### src/rtl/mstat_pkg.sv
package mstat_pkg;
   localparam int LINES  = 4;
   localparam int CTL_W  = 5;
   localparam int BYTE_W = 8;

   // status line positions inside a nibble
   localparam int IDX_CTS  = 0;
   localparam int IDX_DSR  = 1;
   localparam int IDX_RING = 2;
   localparam int IDX_DCD  = 3;

   // control bit positions
   localparam int CB_DTR  = 0;
   localparam int CB_RTS  = 1;
   localparam int CB_OUT1 = 2;
   localparam int CB_OUT2 = 3;
   localparam int CB_LOOP = 4;

   typedef logic [LINES-1:0] line_vec_t;
   typedef logic [CTL_W-1:0] ctl_vec_t;
endpackage

### src/rtl/mstat_sync.sv
module mstat_sync #(
   parameter int WIDTH = 4,
   parameter int STAGES = 2,
   parameter logic [WIDTH-1:0] RST_VAL = '0
) (
   input  logic             clk,
   input  logic             rst_n,
   input  logic [WIDTH-1:0] d_i,
   output logic [WIDTH-1:0] q_o
);
   if (STAGES < 2) begin : g_bad_stages
      $error("mstat_sync needs at least two stages");
   end
   if (WIDTH < 1) begin : g_bad_width
      $error("mstat_sync needs a nonzero width");
   end

   logic [STAGES-1:0][WIDTH-1:0] chain_q;

   always_ff @(posedge clk or negedge rst_n) begin
      if (!rst_n) begin
         chain_q <= {STAGES{RST_VAL}};
      end else begin
         chain_q <= {chain_q[STAGES-2:0], d_i};
      end
   end

   assign q_o = chain_q[STAGES-1];

   AST_SYNC_SHIFT: assert property (@(posedge clk) disable iff (!rst_n)
      1'b1 |=> q_o == $past(chain_q[STAGES-2]));
endmodule

### src/rtl/mstat_delta.sv
module mstat_delta #(
   parameter int LINES = 4,
   parameter logic [LINES-1:0] TRAIL_MASK = 4'b0100,
   parameter logic [LINES-1:0] RST_LVL = 4'b1011
) (
   input  logic             clk,
   input  logic             rst_n,
   input  logic [LINES-1:0] lvl_i,
   input  logic             clr_i,
   output logic [LINES-1:0] lvl_o,
   output logic [LINES-1:0] delta_o
);
   logic [LINES-1:0] lvl_q;
   logic [LINES-1:0] delta_q;
   logic [LINES-1:0] hit;

   for (genvar i = 0; i < LINES; i++) begin : g_line
      if (TRAIL_MASK[i]) begin : g_trail
         assign hit[i] = lvl_q[i] & ~lvl_i[i];
         AST_TRAIL_ONLY: assert property (@(posedge clk) disable iff (!rst_n)
            $rose(delta_q[i]) |-> $fell(lvl_q[i]));
      end else begin : g_both
         assign hit[i] = lvl_q[i] ^ lvl_i[i];
         AST_ANY_EDGE: assert property (@(posedge clk) disable iff (!rst_n)
            $rose(delta_q[i]) |-> lvl_q[i] != $past(lvl_q[i]));
      end
   end

   always_ff @(posedge clk or negedge rst_n) begin
      if (!rst_n) begin
         lvl_q   <= RST_LVL;
         delta_q <= '0;
      end else begin
         lvl_q   <= lvl_i;
         delta_q <= (clr_i ? '0 : delta_q) | hit;
      end
   end

   assign lvl_o   = lvl_q;
   assign delta_o = delta_q;

   AST_LEVEL_FOLLOW: assert property (@(posedge clk) disable iff (!rst_n)
      1'b1 |=> lvl_q == $past(lvl_i));
   AST_FLAG_STICKY: assert property (@(posedge clk) disable iff (!rst_n)
      !clr_i |=> (delta_q & $past(delta_q)) == $past(delta_q));
   AST_CLEAR_ON_READ: assert property (@(posedge clk) disable iff (!rst_n)
      (clr_i && hit == '0) |=> delta_q == '0);
   AST_KEEP_COINCIDENT: assert property (@(posedge clk) disable iff (!rst_n)
      (clr_i && hit != '0) |=> (delta_q & $past(hit)) == $past(hit));
endmodule

### src/rtl/mstat_ctl.sv
module mstat_ctl
   import mstat_pkg::*;
#(
   parameter logic [CTL_W-1:0] CTL_RST = '0
) (
   input  logic              clk,
   input  logic              rst_n,
   input  logic              wr_i,
   input  logic [BYTE_W-1:0] wdata_i,
   output ctl_vec_t          ctl_o,
   output logic              loop_o,
   output line_vec_t         loop_view_o
);
   ctl_vec_t ctl_q;
   logic     unused_hi;

   assign unused_hi = ^wdata_i[BYTE_W-1:CTL_W];

   always_ff @(posedge clk or negedge rst_n) begin
      if (!rst_n) begin
         ctl_q <= CTL_RST;
      end else if (wr_i) begin
         ctl_q <= wdata_i[CTL_W-1:0];
      end
   end

   assign ctl_o  = ctl_q;
   assign loop_o = ctl_q[CB_LOOP];

   // control outputs folded back onto status line positions
   assign loop_view_o[IDX_DCD]  = ctl_q[CB_OUT2];
   assign loop_view_o[IDX_RING] = ctl_q[CB_OUT1];
   assign loop_view_o[IDX_DSR]  = ctl_q[CB_DTR];
   assign loop_view_o[IDX_CTS]  = ctl_q[CB_RTS];

   AST_CTL_HOLD: assert property (@(posedge clk) disable iff (!rst_n)
      !wr_i |=> $stable(ctl_q));
   AST_CTL_LOAD: assert property (@(posedge clk) disable iff (!rst_n)
      wr_i |=> ctl_q == $past(wdata_i[CTL_W-1:0]));
endmodule

### src/rtl/mstat_tracker.sv
module mstat_tracker
   import mstat_pkg::*;
#(
   parameter int SYNC_STAGES = 2,
   parameter logic [LINES-1:0] RESET_LEVELS = 4'b1011,
   parameter logic [LINES-1:0] TRAIL_MASK = 4'b0100,
   parameter logic [CTL_W-1:0] CTL_RESET = '0
) (
   input  logic              clk,
   input  logic              rst_n,
   input  logic [LINES-1:0]  line_in,
   input  logic              stat_rd,
   output logic [BYTE_W-1:0] stat_rdata,
   input  logic              ctl_wr,
   input  logic [BYTE_W-1:0] ctl_wdata,
   output logic [CTL_W-1:0]  ctl_q,
   output logic              irq
);
   if (2 * LINES != BYTE_W) begin : g_bad_layout
      $error("status byte must be two line nibbles");
   end

   line_vec_t sync_lvl;
   line_vec_t lvl;
   line_vec_t delta;
   line_vec_t loop_view;
   logic      loop_on;
   logic      rd_clr;

   mstat_sync #(
      .WIDTH  (LINES),
      .STAGES (SYNC_STAGES),
      .RST_VAL(RESET_LEVELS)
   ) u_sync (
      .clk  (clk),
      .rst_n(rst_n),
      .d_i  (line_in),
      .q_o  (sync_lvl)
   );

   mstat_ctl #(
      .CTL_RST(CTL_RESET)
   ) u_ctl (
      .clk        (clk),
      .rst_n      (rst_n),
      .wr_i       (ctl_wr),
      .wdata_i    (ctl_wdata),
      .ctl_o      (ctl_q),
      .loop_o     (loop_on),
      .loop_view_o(loop_view)
   );

   assign rd_clr = stat_rd & ~loop_on;

   mstat_delta #(
      .LINES     (LINES),
      .TRAIL_MASK(TRAIL_MASK),
      .RST_LVL   (RESET_LEVELS)
   ) u_delta (
      .clk    (clk),
      .rst_n  (rst_n),
      .lvl_i  (sync_lvl),
      .clr_i  (rd_clr),
      .lvl_o  (lvl),
      .delta_o(delta)
   );

   always_comb begin
      if (loop_on) stat_rdata = {loop_view, {LINES{1'b0}}};
      else         stat_rdata = {lvl, delta};
   end

   assign irq = |delta;

   AST_LOOP_LOW_ZERO: assert property (@(posedge clk) disable iff (!rst_n)
      loop_on |-> stat_rdata[LINES-1:0] == '0);
   AST_LOOP_NO_CLEAR: assert property (@(posedge clk) disable iff (!rst_n)
      (loop_on && irq) |=> irq);
   AST_IRQ_VIEW: assert property (@(posedge clk) disable iff (!rst_n)
      !loop_on |-> irq == (stat_rdata[LINES-1:0] != '0));
endmodule

### config.mk
export PLATFORM = sky130hd
export DESIGN_NAME = mstat_tracker
export DESIGN_NICKNAME = d
export VERILOG_FILES = /design/src/rtl/mstat_pkg.sv /design/src/rtl/mstat_sync.sv /design/src/rtl/mstat_delta.sv /design/src/rtl/mstat_ctl.sv /design/src/rtl/mstat_tracker.sv
export SDC_FILE = /design/constraint.sdc
export NUM_CORES = 1
export LEC_CHECK = 0
export ABC_AREA = 1
export BUFFER_PORTS_ARGS = -buffer_cell sky130_fd_sc_hd__buf_4
export CAP_MARGIN = 20
export CORE_MARGIN = 3
export CORE_UTILIZATION = 41
export DETAILED_ROUTE_END_ITERATION = 6
export PLACE_DENSITY = 0.69
export SYNTH_ARGS = -nofsm -noshare
export SYNTH_HDL_FRONTEND = slang
export SYNTH_SLANG_ARGS = --single-unit
### constraint.sdc
create_clock -name clk -period 1.22 [get_ports clk]
set_clock_uncertainty 0.15 [all_clocks]
set_input_delay 0.061 -clock clk [delete_from_list [all_inputs] [get_ports clk]]
set_output_delay 0.061 -clock clk [all_outputs]
set_load 0.02 [all_outputs]
==> results of run 1 <==
## worst paths after layout
kind                                                 to  slack (ps)                        start
max                                       stat_rdata[7]        -180   u_ctl.ctl_o[4]$_DFFE_PN0P_
min in group clk                u_sync.q_o[2]$_DFF_PN0_         210  u_sync.chain_q[2]$_DFF_PN0_
min                        u_delta.delta_o[0]$_DFF_PN0_          20                        rst_n
max reg2reg                u_delta.delta_o[1]$_DFF_PN0_         140   u_ctl.ctl_o[4]$_DFFE_PN0P_
min reg2reg                     u_sync.q_o[2]$_DFF_PN0_         210  u_sync.chain_q[2]$_DFF_PN0_
max in group asynchronous       u_sync.q_o[0]$_DFF_PN1_         620                        rst_n
## metrics by stage
step	setup slack (ps)	util [%]	instance area, um2	hold WS [ps]	setup TNS [ps]
finish	-179	69.2	1250	22.9	-1360
global route	-253	69.2	1250	25.1	-2130
CTS	-192	66.9	1200	17.9	-1480
detailed placement	92.2	57.6	1040	-194	0
global placement	124	57.6	1040	-197	0
floorplan	5.23	-	818	-385	0
## repair_timing
item | in CTS | in global routing
endpoints found under the hold margin | 34 | 0
setup endpoints to repair | 10 | 10
pin swaps | 1 | 2
resized for setup | 5 | 3
hold buffers | 12 | 0
buffers inserted | 1 | 4
gates cloned | 0 | 0
## cell type report
cell class | count | share of cell area (%)
tap | 25 | 2.51
timing repair buffer | 44 | 31.1
inverter | 16 | 4.82
clock buffer | 4 | 2.11
multi-input combinational | 43 | 16.3
sequential | 21 | 43.2
## worst max-delay path: cells and delay by family (launching register included)
kind            cells  cell delay [ps]
compound gates      1              140
buf+inv             2              290
flops               1              470
## cell usage after synthesis
cell     count
o21ai_0      1
dfrtp_1     12
nand2_2      4
inv_2        1
buf_6        1
dfstp_2      9
buf_4        2
nand2_1     24
nor2_1       5
inv_1       15
o21ai_2      3
o21ai_1      5
nand3_1      1
## placed cells by master, fill, tap and decap left out
| cell type | count |
|---|---|
| nor2_1 | 5 |
| buf_4 | 27 |
| inv_1 | 14 |
| buf_12 | 1 |
| dlygate4sd3_1 | 12 |
| dfrtp_1 | 11 |
| nand3_1 | 1 |
| nand2_2 | 4 |
| clkbuf_1 | 1 |
| nand2_1 | 24 |
| buf_6 | 4 |
| o21ai_2 | 2 |
| inv_2 | 2 |
| dfrtp_2 | 1 |
| clkbuf_4 | 3 |
| o21ai_4 | 1 |
| dfstp_2 | 9 |
| o21ai_1 | 6 |
## logic make-up (layout without fill, tap and decap cells)
logic type	count (synthesis)	after routing	synth area share (%)
AOI/OAI and AO/OA	9	9	6.88
and+or+nand+nor	34	34	17.0
buffers and inverters	19	64	10.5
DFF	21	21	65.6
## layer usage
layer  vias up  share of wire (%)
met2        18                 54
met4         0                2.5
met5         -                  0
met3         4                3.5
li1        331                  -
met1       317                 40
## where the power goes
part	internal [mW]	leakage (nW)	total (mW)	switching, mW
sequential	0.756	0.230	0.792	0.0354
combinational	0.179	0.405	0.355	0.176
clock	0.127	0.0150	0.321	0.194
## state kept, by name, indices dropped and copies added, names as in the netlist
signal           count
u_sync.chain_q       4
u_delta.delta_o      4
u_ctl.ctl_o          5
u_sync.q_o           4
u_delta.lvl_o        4
==> results.md, run 1 <==
Worst setup path:
- STA puts the critical path data required time at 1010 ps.
- The kind of launch point of the worst setup path is a flip-flop.
- The critical path's largest stage delay is 470 ps.
- The slowest stage of the critical path is the dfrtp_2 cell.
- The highest net fanout along the worst path is 9.
- The data arrival time at the worst-slack endpoint is 1190 ps.
- The worst setup path is of the flip-flop to output pin kind.
- The critical path goes through buf_12 -> o21ai_2 -> buf_6.
- The worst setup path is captured at an output pin.
- Measured in cells, the most critical reg-to-reg path has a length of 5.

Floorplan:
- The floorplan step defined a die boundary enclosing 2570 um2.
- The initial standard-cell utilization of the core is 45.4%.
- The floorplan row count is 15.
- The vertical extent of the die is 50.7 um.
- 30 I/O pins were placed.
- The core region is 1800 um2.
- The floorplan step set the die width to 50.7 um.

Yosys:
- The cell taking the most area after synthesis is dfrtp_1.
- Sequential elements use 65.6% of the synthesized area.
- Counting every instance in the synthesized netlist gives 83.
- When the netlist entered floorplanning its net count stood at 99.
- The combined area of all synthesized cells is 818 um2.
- The synthesized area per cell is 9.86 um2.
- Yosys printed 0 warnings.
- Counting distinct cell types in the post-synthesis netlist gives 13.
- The share of the synthesized area in the top cell type is 36.7%.
- Synthesis inferred 21 register bits.
- By area the synthesized netlist is led by dfrtp_1, dfstp_2, nand2_1, inv_1, o21ai_2.

STA:
- The post-route minimum period is 1400 ps.
- The worst path uses 115% of the clock period.
- The number of failing hold endpoints at the final stage is 0.
- Timing would allow up to 715 MHz.
- The number of failing setup endpoints in the final timing report is 10.
- Setup repair after global routing could not meet its margin everywhere.
- The count of final max-slew check failures is 0.
- The slew at the pin closest to its max-slew limit is 256 ps.
- Once routing completed, OpenROAD measured the worst setup slack at -179 ps.
- Measured against its own limit, the worst slew margin works out to 82.9%.

GRT:
- The number of antenna violations at the first check in global routing is 0.
- The met2 usage is 26.1%.
- The total overflow left after global routing is 0.
- Global routing used 14.8% of the available tracks.
- The wire length of the first global-routing pass is 2660 um.
- The global routing stage identified its most utilized layer as met2.
- Global routing used 2.97% of the available met3 tracks.
- The via count of the first global-routing pass is 632.
- The global-route track usage on met1 is 15.3%.
- The largest net degree at the start of global routing is 22.

Final layout:
- After the last flow step, the layout net total stands at 145.
- The layout overhead on the synthesized area is 52.3%.
- The post-route netlist has 42.2% of its cells at a drive strength greater than 1.
- Across the whole layout, storage elements account for 538 um2.
- For this run, the number of standard cells in the final layout without fillers is 153.
- The area of the multi-input gates is 203 um2.
- After filler insertion, the fill cell instance count of the layout stands at 147.
- The number of diodes added for antenna fixing is 0.

Power and ir drop:
- IR analysis of the VDD net gives a maximum drop of 0.000752 V.
- The final total power is 1.47 mW.
- In this run the power density over the cells is 1180 nW/um2.
- In this run the static leakage power is 0.651 nW.

Worst hold path:
- The min-delay analysis places its worst path in the category primary input to async pin.

Job:
- The tool flagged a number of max-cap violations equal to 0.

Place:
- Routability-driven placement finished with a final weighted congestion of 0.733.
- During placement, the flow inserted port buffers numbering 26.
- The number of placed instances, taps included, is 132.
- The detailed placement HPWL is 1090 um.

Route:
- The routed layout has 670 vias.
- The detail route stage leaves a number of antenna-violating nets equal to 0.
- After detailed routing, the number of vias per cell comes to 4.38.
- Dividing the detail-routed wire length by the instance count gives 11.3 um.
- For this run, design rule violations remaining after detail routing come to 0.
- The DRC marker count from the first detailed-route iteration is 12.
- Before antenna repair, the detailed router went through 4 iterations.
- The final wirelength is 1730 um.

CTS:
- TritonCTS created 3 clock buffers.
- CTS built an H-tree with a depth of 1.
- TritonCTS built the clock tree.
- The clock insertion delay at the later pin of the skew report is 290 ps.
- The buffer type at the clock tree root is clkbuf_4.
- After clock tree synthesis, the clock-pin slew on the worst setup and hold paths is 110 ps.
- The worst-case clock buffer depth is 2.
- For this design, the sink count on the clock tree is 21.

Status:
- The flow ran to the end, but the final reports show violations.
- The checks that failed: setup timing.
(Power assumes the default switching activity.)
==> run 2, diff against run 1 <==
ABC_AREA = default   (was 1)
PLACE_DENSITY = 0.7   (was 0.69)
==> run 2 against run 1 <==
Net effect: the run still ends with setup timing left; maximum frequency fell by 4.0%; die area decreased by 6.3%; total power rose by 1.8%; final area fell by 4.2%; sequential share of layout area is 1.9 points higher; area after synthesis decreased by 7.2%; clock power down 3%; wire length down 12%; sequential power up 1%; critical path type unchanged.
==> results.md, run 2 <==
Yosys:
- During synthesis, Yosys emitted a total of 0 warnings.
- The number of synthesized flops with an enable pin is 0.
- Sequential cells were found to cover 70.7% of the synthesized design area.
- After technology mapping, the gate count stands at 51.
- The synthesized area per cell is 14.9 um2.
- The synthesized design spends more area on one cell type than any other, namely dfrtp_1.
- The async set-or-reset flop fraction in the synthesized netlist is 100%.
- The flip-flop and latch count after synthesis is 21.
- In this run, distinct cell masters in the synthesized netlist total 14.
- Ranked by instance count, the synthesized netlist is headed by dfrtp_1, dfstp_2, inv_1, mux2_2.
- The most frequent cell after synthesis is dfrtp_1.
- Of the post-synthesis cell area, the dominant cell type holds 39.5%.
- The most used flip-flop cell after synthesis is dfrtp_1.
- By area the synthesized netlist is led by dfrtp_1, dfstp_2, mux2_2, mux2_4, xnor2_1.
- In this run the cell area of the synthesized design comes to 759 um2.
- Counting every net in the synthesized netlist gives 67.

CTS:
- For the worst-skew pair, the clock arrives at the later sink with an insertion delay of 290 ps.
- In this run the number of H-tree levels came out at 1.
- The CTS tree is yes.
- The buffer type at the clock tree root is clkbuf_4.
- After clock tree synthesis, the clock-pin slew on the worst setup and hold paths is 110 ps.
- The CTS sink count is 21.
- The number of buffers created by CTS is 3.
- No sink is reached through more buffers than the 2 on the longest clock path.

Route:
- The routed wirelength normalized by instance count is 12.7 um.
- The final wirelength is 1530 um.
- The post-route antenna net violation count is 0.
- The total via count in the routed design is 529.
- The DRC marker count from the first detailed-route iteration is 5.
- The post-detailed-route DRC marker count is 0.
- The iteration count of the initial detailed-routing pass is 3.
- The mean number of vias per cell is 4.41.

Floorplan:
- Once the floorplan was initialized, standard cells occupied 46.6% of the core.
- The die covers 2400 um2.
- The floorplan step set the die height to 49.0 um.
- The count of pins on the block boundary is 30.
- The floorplan row count is 14.
- The horizontal die dimension is 49.0 um.
- After floorplanning, the core was sized to cover 1630 um2.

Worst setup path:
- The worst setup path is of the flip-flop to output pin kind.
- STA classifies the critical path endpoint as an output pin.
- The minimum setup slack among reg-to-reg paths is -40 ps.
- The worst reg-to-reg path cell count is 3.
- The startpoint identified for the worst register-to-register timing path is u_ctl.ctl_o[4]$_DFFE_PN0P_.
- For the worst setup path, the data arrival time is 1250 ps.
- Along the worst path, the maximum fanout reaches 6.
- The endpoint of the most critical register-to-register path is u_ctl.ctl_o[4]$_DFFE_PN0P_.
- Tracing the worst setup path back leads to its startpoint at u_ctl.ctl_o[4]$_DFFE_PN0P_.
- The required time of the critical path is 1010 ps.
- The termination of the worst setup path is stat_rdata[5].
- The worst setup path is launched from a flip-flop.

GRT:
- The number of antenna violations at the first check in global routing was 0.
- The first global-routing pass estimated 2610 um of wire.
- The total routing usage reported by global routing is 14.5%.
- The total overflow reported by the global router is 0.
- The largest net degree at the start of global routing is 22.
- The via count of the first global-routing pass came to 582.

Place:
- The wire-length estimate of the detail-placed layout is 1050 um.
- Port buffering added 26 buffers.
- The area of placed instances is 973 um2.
- Routability-driven placement finished with a final weighted congestion of 0.722.

Final layout:
- After routing the design area is 1190 um2.
- The filler cells instantiated in the layout total 128.
- The library cell used most frequently in the layout, excluding fill and tap cells, is buf_4.
- 0 antenna diodes ended up in the layout.
- The ratio of cells with drive above 1 in the final layout is 64.6%.
- The final net count is 113.
- The layout overhead on the synthesized area is 57.2%.
- The number of flip-flops in the largest register is 5.
- In the layout the commonest cells are buf_4, dlygate4sd3_1, dfrtp_1.

STA:
- The final worst-path setup slack is -237 ps.
- Of the available clock period, the critical path in the final layout requires 119%.
- For the pin with the worst max-slew slack, the measured transition is 249 ps.
- Static timing analysis puts the maximum clock frequency at 686 MHz.
- The post-route minimum period is 1460 ps.
- The number of failing hold endpoints at the final stage came to 0.
- The worst relative slew slack is 83.3%.
- Setup repair after global routing could not meet its margin everywhere.
- The count of final max-slew check failures is 0.
- Setup violations remaining at the end of the flow were counted as 11.

Power and ir drop:
- Dividing total power by cell area gives a power density of 1250 nW/um2.
- IR analysis of the VDD net gives a maximum drop of 0.00103 V.
- The final total power is 1.49 mW.
- Summed over all cells, the static leakage comes to 0.553 nW.

Status:
- The run finished, with violations left.
- The final reports fail on setup timing.

Job:
- Across the run, the number of max-cap violations was 0.

Worst hold path:
- The type of the most critical hold path is primary input to async pin.
[run 2: changes by cell type after synthesis, moves of 3 or more]
cell	change
mux2_2	+5
inv_1	-10
o21ai_0	+3
o21ai_2	-3
nand2_1	-23
xnor2_1	+3
mux2_4	+3
nand2_2	-4
o21ai_1	-5
[run 2: worst min-delay path by stage]
| stage | start | endpoint | slack (ps) | depth (start not counted) |
|---|---|---|---|---|
| after floorplan | rst_n | u_ctl.ctl_o[0]$_DFFE_PN0P_ | -380 | 0 |
| after global placement | rst_n | u_ctl.ctl_o[0]$_DFFE_PN0P_ | -200 | 1 |
| after detailed placement | rst_n | u_ctl.ctl_o[0]$_DFFE_PN0P_ | -200 | 1 |
| after CTS | rst_n | u_ctl.ctl_o[0]$_DFFE_PN0P_ | 10 | 2 |
| after global routing | rst_n | u_ctl.ctl_o[0]$_DFFE_PN0P_ | 30 | 2 |
| final | rst_n | u_ctl.ctl_o[0]$_DFFE_PN0P_ | 10 | 2 |
[run 2: final cells by class]
type | count | area, um2 | share of cell area (%)
clock buffer | 4 | 26.3 | 2.20
multi-input combinational | 23 | 204 | 17.1
timing repair buffer | 43 | 377 | 31.6
inverter | 5 | 18.8 | 1.57
sequential | 21 | 538 | 45.1
tap | 24 | 30.0 | 2.52
[run 2: worst max-delay path: stages (launching register included)]
cell and delay [ps]:
dfrtp_2 490, mux2_4 330, buf_6 130
[run 2: cells by family after synthesis]
| family | synth area share [%] |
|---|---|
| compound gates | 3.46 |
| xor+xnor | 3.46 |
| buf+inv | 4.94 |
| flops | 70.7 |
| mux | 13.3 |
| simple gates | 4.12 |
[run 2: routing by layer]
metal / wire (um) / global-route usage, % / vias to the layer above
met5: 0 / 0 / -
met4: 16 / 8.53 / 0
met3: 54 / 1.83 / 2
met2: 876 / 26.2 / 13
met1: 580 / 16.2 / 260
li1: - / - / 254
[run 2: repair_timing]
action / CTS / global route
endpoints found under the hold margin: 30 / 0
gates resized for setup: 10 / 9
pin swaps: 0 / 2
hold buffers: 11 / 0
setup buffers: 4 / 1
endpoints found under the setup margin: 10 / 11
[run 2: metrics by stage]
step	utilization, %	hold slack (ps)	TNS, ps	instances	setup slack (ps)
after floorplan	-	-385	0	51	4.24
after detailed placement	59.8	-198	0	100	4.02
after global placement	59.8	-200	0	100	12.9
after CTS	71.0	10.8	-1880	119	-240
final	73.3	13.9	-1730	120	-237
after global routing	73.3	29.9	-2250	120	-273
[run 2: power by group]
group	total, mW	internal [mW]	leakage [nW]	switching [mW]
Clock	0.311	0.127	0.0150	0.184
Sequential	0.800	0.761	0.229	0.0390
Combinational	0.383	0.212	0.310	0.171
